## src/rtl/uart_rx_pkg.sv

```systemverilog
package uart_rx_pkg;
  typedef enum logic {ST_HUNT, ST_RUN} rx_state_e;
  // flag vector positions; status byte bits 5..1 carry flags 4..0
  localparam int F_FE = 0;
  localparam int F_NF = 1;
  localparam int F_OV = 2;
  localparam int F_ID = 3;
  localparam int F_RD = 4;
  localparam int NFLAG = 5;
endpackage

```

## src/rtl/uart_rx_sampler.sv

```systemverilog
module uart_rx_sampler
  import uart_rx_pkg::*;
#(
  parameter int DW  = 8,
  parameter int OSR = 16
) (
  input  logic          clk,
  input  logic          rst,
  input  logic          tick,
  input  logic          rx_s,
  input  logic          enable,
  input  logic          nine,
  input  logic          idle_restart,
  output logic          done,
  output logic [DW:0]   frame_data,
  output logic          frame_noise,
  output logic          frame_ferr,
  output logic          idle_hit
);
  localparam int CW  = $clog2(OSR);
  localparam int BW  = $clog2(DW + 3);
  localparam int IW  = $clog2((DW + 3) * OSR + 1);
  localparam int MID = OSR / 2;

  rx_state_e      st;
  logic [CW-1:0]  cnt;
  logic [BW-1:0]  bitn;
  logic [DW:0]    shreg;
  logic           s_a, s_b, noise;
  logic [IW-1:0]  icnt;
  logic [BW-1:0]  stop_idx;
  logic [IW-1:0]  lim;
  logic           vote, split;

  assign stop_idx = nine ? BW'(DW + 2) : BW'(DW + 1);
  assign lim      = nine ? IW'((DW + 3) * OSR) : IW'((DW + 2) * OSR);
  assign vote     = (s_a & s_b) | (s_a & rx_s) | (s_b & rx_s);
  assign split    = !((s_a == s_b) && (s_b == rx_s));

  always_ff @(posedge clk) begin
    if (rst || !enable) begin
      st          <= ST_HUNT;
      cnt         <= '0;
      bitn        <= '0;
      shreg       <= '0;
      s_a         <= 1'b1;
      s_b         <= 1'b1;
      noise       <= 1'b0;
      done        <= 1'b0;
      frame_data  <= '0;
      frame_noise <= 1'b0;
      frame_ferr  <= 1'b0;
    end else begin
      done <= 1'b0;
      if (tick) begin
        case (st)
          ST_HUNT: begin
            if (!rx_s) begin
              st    <= ST_RUN;
              cnt   <= CW'(1);
              bitn  <= '0;
              noise <= 1'b0;
            end
          end
          default: begin
            if (cnt == CW'(OSR - 1)) begin
              cnt  <= '0;
              bitn <= bitn + 1'b1;
            end else begin
              cnt <= cnt + 1'b1;
            end
            if (cnt == CW'(MID - 2)) s_a <= rx_s;
            if (cnt == CW'(MID - 1)) s_b <= rx_s;
            if (cnt == CW'(MID)) begin
              if (bitn == '0) begin
                if (vote) st <= ST_HUNT;
                else noise <= split;
              end else if (bitn == stop_idx) begin
                done        <= 1'b1;
                frame_data  <= nine ? shreg : {1'b0, shreg[DW:1]};
                frame_noise <= noise | split;
                frame_ferr  <= !vote;
                st          <= ST_HUNT;
              end else begin
                shreg <= {vote, shreg[DW:1]};
                noise <= noise | split;
              end
            end
          end
        endcase
      end
    end
  end

  // run length of 1s on the line while hunting
  always_ff @(posedge clk) begin
    if (rst || !enable || idle_restart) begin
      icnt     <= '0;
      idle_hit <= 1'b0;
    end else begin
      idle_hit <= 1'b0;
      if (tick) begin
        if (st != ST_HUNT || !rx_s) begin
          icnt <= '0;
        end else if (icnt != lim) begin
          icnt <= icnt + 1'b1;
          if (icnt == lim - 1'b1) idle_hit <= 1'b1;
        end
      end
    end
  end
endmodule

```

## src/rtl/uart_rx_status.sv

```systemverilog
module uart_rx_status
  import uart_rx_pkg::*;
#(
  parameter int DW = 8
) (
  input  logic             clk,
  input  logic             rst,
  input  logic             standby,
  input  logic             wake_addr,
  input  logic             nine,
  input  logic             done,
  input  logic [DW:0]      frame_data,
  input  logic             frame_noise,
  input  logic             frame_ferr,
  input  logic             idle_hit,
  input  logic             stat_rd,
  input  logic             data_rd,
  output logic [NFLAG-1:0] flags,
  output logic [DW:0]      data_q,
  output logic             wake
);
  logic [NFLAG-1:0] seen, nxt, nxt_seen;
  logic [DW:0]      nxt_data;
  logic             armed, nxt_armed, mark, accept;

  assign mark   = nine ? frame_data[DW] : frame_data[DW-1];
  assign accept = done && (!standby || (wake_addr && mark));
  assign wake   = standby && ((wake_addr && done && mark) ||
                              (!wake_addr && idle_hit));

  always_comb begin
    nxt       = flags;
    nxt_seen  = seen;
    nxt_data  = data_q;
    nxt_armed = armed;
    if (stat_rd) nxt_seen = flags;
    if (data_rd) begin
      nxt      = nxt & ~seen;
      nxt_seen = '0;
    end
    if (accept) begin
      nxt_armed = 1'b1;
      if (flags[F_RD]) begin
        nxt[F_OV] = 1'b1;
      end else begin
        nxt[F_RD] = 1'b1;
        nxt[F_NF] = frame_noise;
        nxt[F_FE] = frame_ferr;
        nxt_data  = frame_data;
      end
    end
    if (idle_hit) begin
      if (armed && !standby) nxt[F_ID] = 1'b1;
      nxt_armed = 1'b0;
    end
  end

  always_ff @(posedge clk) begin
    if (rst) begin
      flags  <= '0;
      seen   <= '0;
      data_q <= '0;
      armed  <= 1'b0;
    end else begin
      flags  <= nxt;
      seen   <= nxt_seen;
      data_q <= nxt_data;
      armed  <= nxt_armed;
    end
  end
endmodule

```

## src/rtl/uart_rx_wake.sv

```systemverilog
module uart_rx_wake
  import uart_rx_pkg::*;
#(
  parameter int DW  = 8,
  parameter int OSR = 16
) (
  input  logic        clk,
  input  logic        rst,
  input  logic        tick16,
  input  logic        rx_in,
  input  logic        ctrl_wr,
  input  logic        wr_enable,
  input  logic        wr_standby,
  input  logic        wr_wake_addr,
  input  logic        wr_nine,
  input  logic        wr_rx_ie,
  input  logic        wr_idle_ie,
  input  logic        stat_rd,
  input  logic        data_rd,
  output logic [DW:0] rx_data_o,
  output logic [7:0]  status_o,
  output logic        enable_o,
  output logic        standby_o,
  output logic        irq_o
);
  logic [1:0]       sync;
  logic             en_q, sb_q, wsel_q, nine_q, rie_q, iie_q, irq_q;
  logic             done, fnoise, fferr, idle_hit, wake, restart;
  logic [DW:0]      fdata, data_q;
  logic [NFLAG-1:0] flags;

  assign restart = ctrl_wr && wr_standby && !sb_q;

  always_ff @(posedge clk) begin
    if (rst) begin
      sync   <= 2'b11;
      en_q   <= 1'b0;
      sb_q   <= 1'b0;
      wsel_q <= 1'b0;
      nine_q <= 1'b0;
      rie_q  <= 1'b0;
      iie_q  <= 1'b0;
      irq_q  <= 1'b0;
    end else begin
      sync <= {sync[0], rx_in};
      if (ctrl_wr) begin
        en_q   <= wr_enable;
        sb_q   <= wr_standby;
        wsel_q <= wr_wake_addr;
        nine_q <= wr_nine;
        rie_q  <= wr_rx_ie;
        iie_q  <= wr_idle_ie;
      end else if (wake) begin
        sb_q <= 1'b0;
      end
      irq_q <= en_q && ((rie_q && (flags[F_RD] || flags[F_OV])) ||
                        (iie_q && flags[F_ID]));
    end
  end

  uart_rx_sampler #(.DW(DW), .OSR(OSR)) u_sampler (
    .clk(clk), .rst(rst), .tick(tick16), .rx_s(sync[1]), .enable(en_q),
    .nine(nine_q), .idle_restart(restart), .done(done), .frame_data(fdata),
    .frame_noise(fnoise), .frame_ferr(fferr), .idle_hit(idle_hit)
  );

  uart_rx_status #(.DW(DW)) u_status (
    .clk(clk), .rst(rst), .standby(sb_q), .wake_addr(wsel_q), .nine(nine_q),
    .done(done), .frame_data(fdata), .frame_noise(fnoise), .frame_ferr(fferr),
    .idle_hit(idle_hit), .stat_rd(stat_rd), .data_rd(data_rd),
    .flags(flags), .data_q(data_q), .wake(wake)
  );

  assign rx_data_o = data_q;
  assign status_o  = {2'b00, flags, 1'b0};
  assign enable_o  = en_q;
  assign standby_o = sb_q;
  assign irq_o     = irq_q;
endmodule

```

## config.mk

```make
export PLATFORM = sky130hd
export DESIGN_NAME = uart_rx_wake
export DESIGN_NICKNAME = d
export VERILOG_FILES = /design/src/rtl/uart_rx_pkg.sv /design/src/rtl/uart_rx_sampler.sv /design/src/rtl/uart_rx_status.sv /design/src/rtl/uart_rx_wake.sv
export SDC_FILE = /design/constraint.sdc
export NUM_CORES = 1
export LEC_CHECK = 0
export BUFFER_PORTS_ARGS = -buffer_cell sky130_fd_sc_hd__buf_2
export CAP_MARGIN = 20
export CORE_MARGIN = 8
export CORE_UTILIZATION = 45
export CTS_CLUSTER_SIZE = 12
export DETAILED_ROUTE_END_ITERATION = 6
export PLACE_DENSITY = 0.75
export SYNTH_ARGS = -nofsm -noshare
export SYNTH_HDL_FRONTEND = slang
export SYNTH_SLANG_ARGS = --single-unit
export TNS_END_PERCENT = 20
```

## constraint.sdc

```tcl
create_clock -name clk -period 1.7 [get_ports clk]
set_input_delay 0.085 -clock clk [delete_from_list [all_inputs] [get_ports clk]]
set_output_delay 0.085 -clock clk [all_outputs]
set_load 0.005 [all_outputs]
```

==> impl_results.md <==
- Ratio of routed vias to standard cells: approximately 5
- Clock Path Buffers: 2
- Worst endpoint data arrival time: between 1.5 and 2 ns
- Cell at the root of the clock tree: sky130_fd_sc_hd__clkbuf_8
- Critical path startpoint category: flop
- Required time at the endpoint of the critical path: 1.93 ns
- Antenna violations before repair: 0
- Total negative slack: 0 ns
- Worst clock skew: 0.008862 ns
- Number of input and output port buffers inserted: 29
- Post-detailed-placement half-perimeter wirelength: 4739 microns
- Clock transition time at the flip-flop clock pins of the worst setup and hold paths: 0.08 ns
- Area overhead of the layout relative to synthesis: 19.02%
- Antenna Cells: 0
- Number of rows created at floorplan: 30
- Maxcap violations: 0
- Cell area after technology mapping: 0.003178 sq mm
- Fmax achieved: between 0.6 and 0.7 GHz
- Total clock sinks: 71
- IR Drop Worst-Case VDD: ~0.00034 V
- Post-route core utilization: between 50% and 60%
- Hold violation count in the final report: 0
- Average wire length per cell after detail routing: 13.76 microns
- Start-to-end type of the worst setup path: flop to flop
- Maximum fanout along the worst path: 9
- Net count of the finished layout: around 420
- Cell area power density: between 800 and 900 mW/mm^2
- Count of pins on the block boundary: 33
- Fraction of layout instances using a drive strength above 1: 17.75%
- Shortest period the worst path allows: roughly 1.6 ns
- Setup Fix Bufs, Post-CTS: 0
- WL final: 6827 microns
- # fillers: ~600
- Cells along the critical path: inv_1 -> ha_1 -> nor3b_1 -> or4b_1 -> buf_6 -> mux2i_1
- Sink of the worst hold path: sync[1]
- Number of warnings reported in the yosys synthesis log: 0
- Post-synthesis register bit count: between 70 and 80
- Starting utilization of the core area: approximately 47%
- Period utilisation layout: 95.79%
- Post-synth cell types: 50
- Setup crit end kind: flop
- Overall overflow remaining after global route: 0
- Number of vias after detailed routing: 2536
- Num CTS Buffers: 9
- Reg-to-reg slack, setup: 0.07 ns
- CTS tree: built
- Area used by sequential logic in the layout: between 0.001 and 0.0015 sq mm
- Worst-skew pair later-pin latency: 0.34 ns
- Top flip-flop cell by instance count after synthesis: sky130_fd_sc_hd__dfxtp_1
- Synth top area share: approximately 45%
- Post-synthesis cell type with the largest combined area: sky130_fd_sc_hd__dfxtp_1
- Die area: 0.01001 sq mm
- Hold Path Depth: 2
- DIE WIDTH: 100.0 microns
- Count of endpoints failing setup in the final report: 0
- Leak Pwr: 1.483 nW
- CP max-delay cell: sky130_fd_sc_hd__or4b_1
- Fin Hold WS: 0.02742 ns
- Number of enable-type register cells in the synthesized netlist: 0
- Remaining design rule violation count: 0
- Instance count of the mapped netlist: between 300 and 400
- Initial drt markers: approximately 120
- Overall power after layout: around 3.3 mW
- Type of the most critical hold path: primary input to flop
- Length in cells of the worst reg-to-reg path: 6
- Critical register-to-register path endpoint: u_sampler.shreg[7]
- Placer's final routability congestion estimate: approximately 0.86
- Core area: 0.006832 sq mm
- Met3 Resource Use GR: 4.637%
- Worst min-delay path startpoint: rst
- Most Crowded Layer GR: met2
- Vertical extent of the die: between 100 and 150 microns
- Post-synthesis sequential area ratio: roughly 45%
- Met1 usage in global routing: between 10% and 20%
- Total routing usage reported by global routing: between 10% and 20%
- Final number of max-transition violations: 0
- Async SR Flop Fraction: 0%
- Top post-synthesis cells by area: sky130_fd_sc_hd__dfxtp_1 (45%), sky130_fd_sc_hd__mux2i_1 (13%), sky130_fd_sc_hd__nor2_1 (5.2%)
- Total number of H-tree levels: 3
- Total area of multi-input combinational cells: roughly 0.0016 sq mm
- Via count of the first global-routing pass: about 2500
- Global Route met2 Usage: approximately 23%
- Run status: finished clean
- Largest net degree at the start of global routing: 27
- FF-to-FF Start: u_sampler.bitn[0]
- Mean instance size in the synthesized netlist: slightly above 9 sq um
- DR pass1 iterations: 4
- Antenna-violating nets left: 0
- Delay of the slowest cell on the worst path: between 0.4 and 0.5 ns
- First-pass GRT wire length: ~12000 microns
critical path, delay by kind of cell, from the launching register on:
family | cells | cell delay (ns)
adders and majority gates | 1 | 0.19
buffers and inverters | 2 | 0.22
DFF | 1 | 0.35
muxes | 1 | 0.12
and+or+nand+nor | 2 | 0.63
layout by cell type (no fill, tap or decap), types with 4 or more instances in the layout:
cell type	instances
sky130_fd_sc_hd__nor2b_1	4
sky130_fd_sc_hd__o21ai_0	5
sky130_fd_sc_hd__xor2_1	6
sky130_fd_sc_hd__nor2_1	44
sky130_fd_sc_hd__nand2_1	39
sky130_fd_sc_hd__nand4_1	5
sky130_fd_sc_hd__clkbuf_8	9
sky130_fd_sc_hd__ha_1	9
sky130_fd_sc_hd__mux2i_1	39
sky130_fd_sc_hd__buf_4	16
sky130_fd_sc_hd__a21oi_1	10
sky130_fd_sc_hd__nor3_1	10
sky130_fd_sc_hd__nand3b_1	4
sky130_fd_sc_hd__a211oi_1	9
sky130_fd_sc_hd__buf_2	29
sky130_fd_sc_hd__dfxtp_1	68
sky130_fd_sc_hd__nand2b_1	6
sky130_fd_sc_hd__dlygate4sd3_1	7
sky130_fd_sc_hd__inv_1	14
sky130_fd_sc_hd__nand3_1	9
metrics by stage:
| step | instance area [sq um] | worst slack, ns | cells |
|---|---|---|---|
| after global routing | 3782 | -0.02310 | 496 |
| after detailed placement | 3481 | 0.05199 | 473 |
| after CTS | 3771 | 0.03431 | 496 |
| final | 3782 | 0.07161 | 496 |
| after floorplan | 3186 | 0.08521 | 353 |
| after global placement | 3481 | 0.07203 | 473 |
registers in the layout, indices dropped and copies added, names as in the netlist, 2 cells and up:
register and flops:
u_status.data_q 9, u_sampler.frame_data 9, u_sampler.shreg 9, u_status.flags 5, u_sampler.icnt 8, u_status.seen 5, u_sampler.bitn 4, sync 2
u_sampler.cnt 4
worst max path at each step:
stage,startpoint,end,slack [ns],cells after the start
after global routing,nine_q,u_status.flags[1],-0.02,6
after CTS,u_sampler.bitn[0],u_sampler.shreg[7],0.03,6
after global placement,u_sampler.bitn[0],u_sampler.shreg[4],0.07,6
final,u_sampler.bitn[0],u_sampler.shreg[7],0.07,6
after detailed placement,u_sampler.bitn[0],u_sampler.shreg[1],0.05,6
after floorplan,u_sampler.bitn[0],u_sampler.shreg[0],0.09,6
where the power goes:
| part | internal [mW] | leakage [nW] | total [mW] | switching, mW |
|---|---|---|---|---|
| Sequential | 1.67 | 0.575 | 1.68 | 0.00983 |
| Combinational | 0.0562 | 0.805 | 0.134 | 0.0775 |
| Clock | 0.834 | 0.103 | 1.50 | 0.663 |
| Total | 2.56 | 1.48 | 3.31 | 0.751 |
layout make-up:
type / instances / share of cell area [%]
Sequential cell: 71 / 37.68
Inverter: 14 / 1.389
Clock buffer: 10 / 3.374
Timing Repair Buffer: 54 / 9.692
Multi-Input combinational cell: 245 / 42.24
Clock inverter: 6 / 2.448
Tap cell: 96 / 3.176
layer usage:
layer  share of wire, %  vias to the layer above
met1                 46                     1183
met3                4.1                       13
met2                 48                       39
met4                2.0                        0
met5                  0                        -
li1                   -                     1301
cell usage after synthesis (all sizes together), types with 3 or more instances:
| master | count |
|---|---|
| buf | 11 |
| o22ai | 3 |
| nand3b | 4 |
| a22oi | 3 |
| nand4 | 5 |
| and2 | 3 |
| a211oi | 9 |
| clkbuf | 12 |
| ha | 9 |
| nand2b | 6 |
| o21ai | 6 |
| nor2b | 4 |
| inv | 14 |
| and3 | 3 |
| mux2i | 40 |
| dfxtp | 71 |
| nor3 | 10 |
| xor2 | 6 |
| a21oi | 10 |
| nand2 | 39 |
| nor2 | 44 |
| o2111ai | 3 |
| nand3 | 9 |
repair_timing:
| item | CTS | global route |
|---|---|---|
| endpoints found under the setup margin | 0 | 21 |
| resized for setup | 0 | 5 |
| hold buffers | 7 | 0 |
| endpoints found under the hold margin | 7 | 0 |
cell families after synthesis:
kind of cell	count (synthesis)	synth area share, %
and+or+nand+nor	138	20.83
other	1	0.1180
xor gates and xnor gates	8	2.205
adders and majority gates	9	3.543
AOI/OAI and AO/OA	47	10.63
buffers and inverters	37	5.354
muxes	40	12.60
DFF	71	44.72
(Power assumes the default switching activity.)
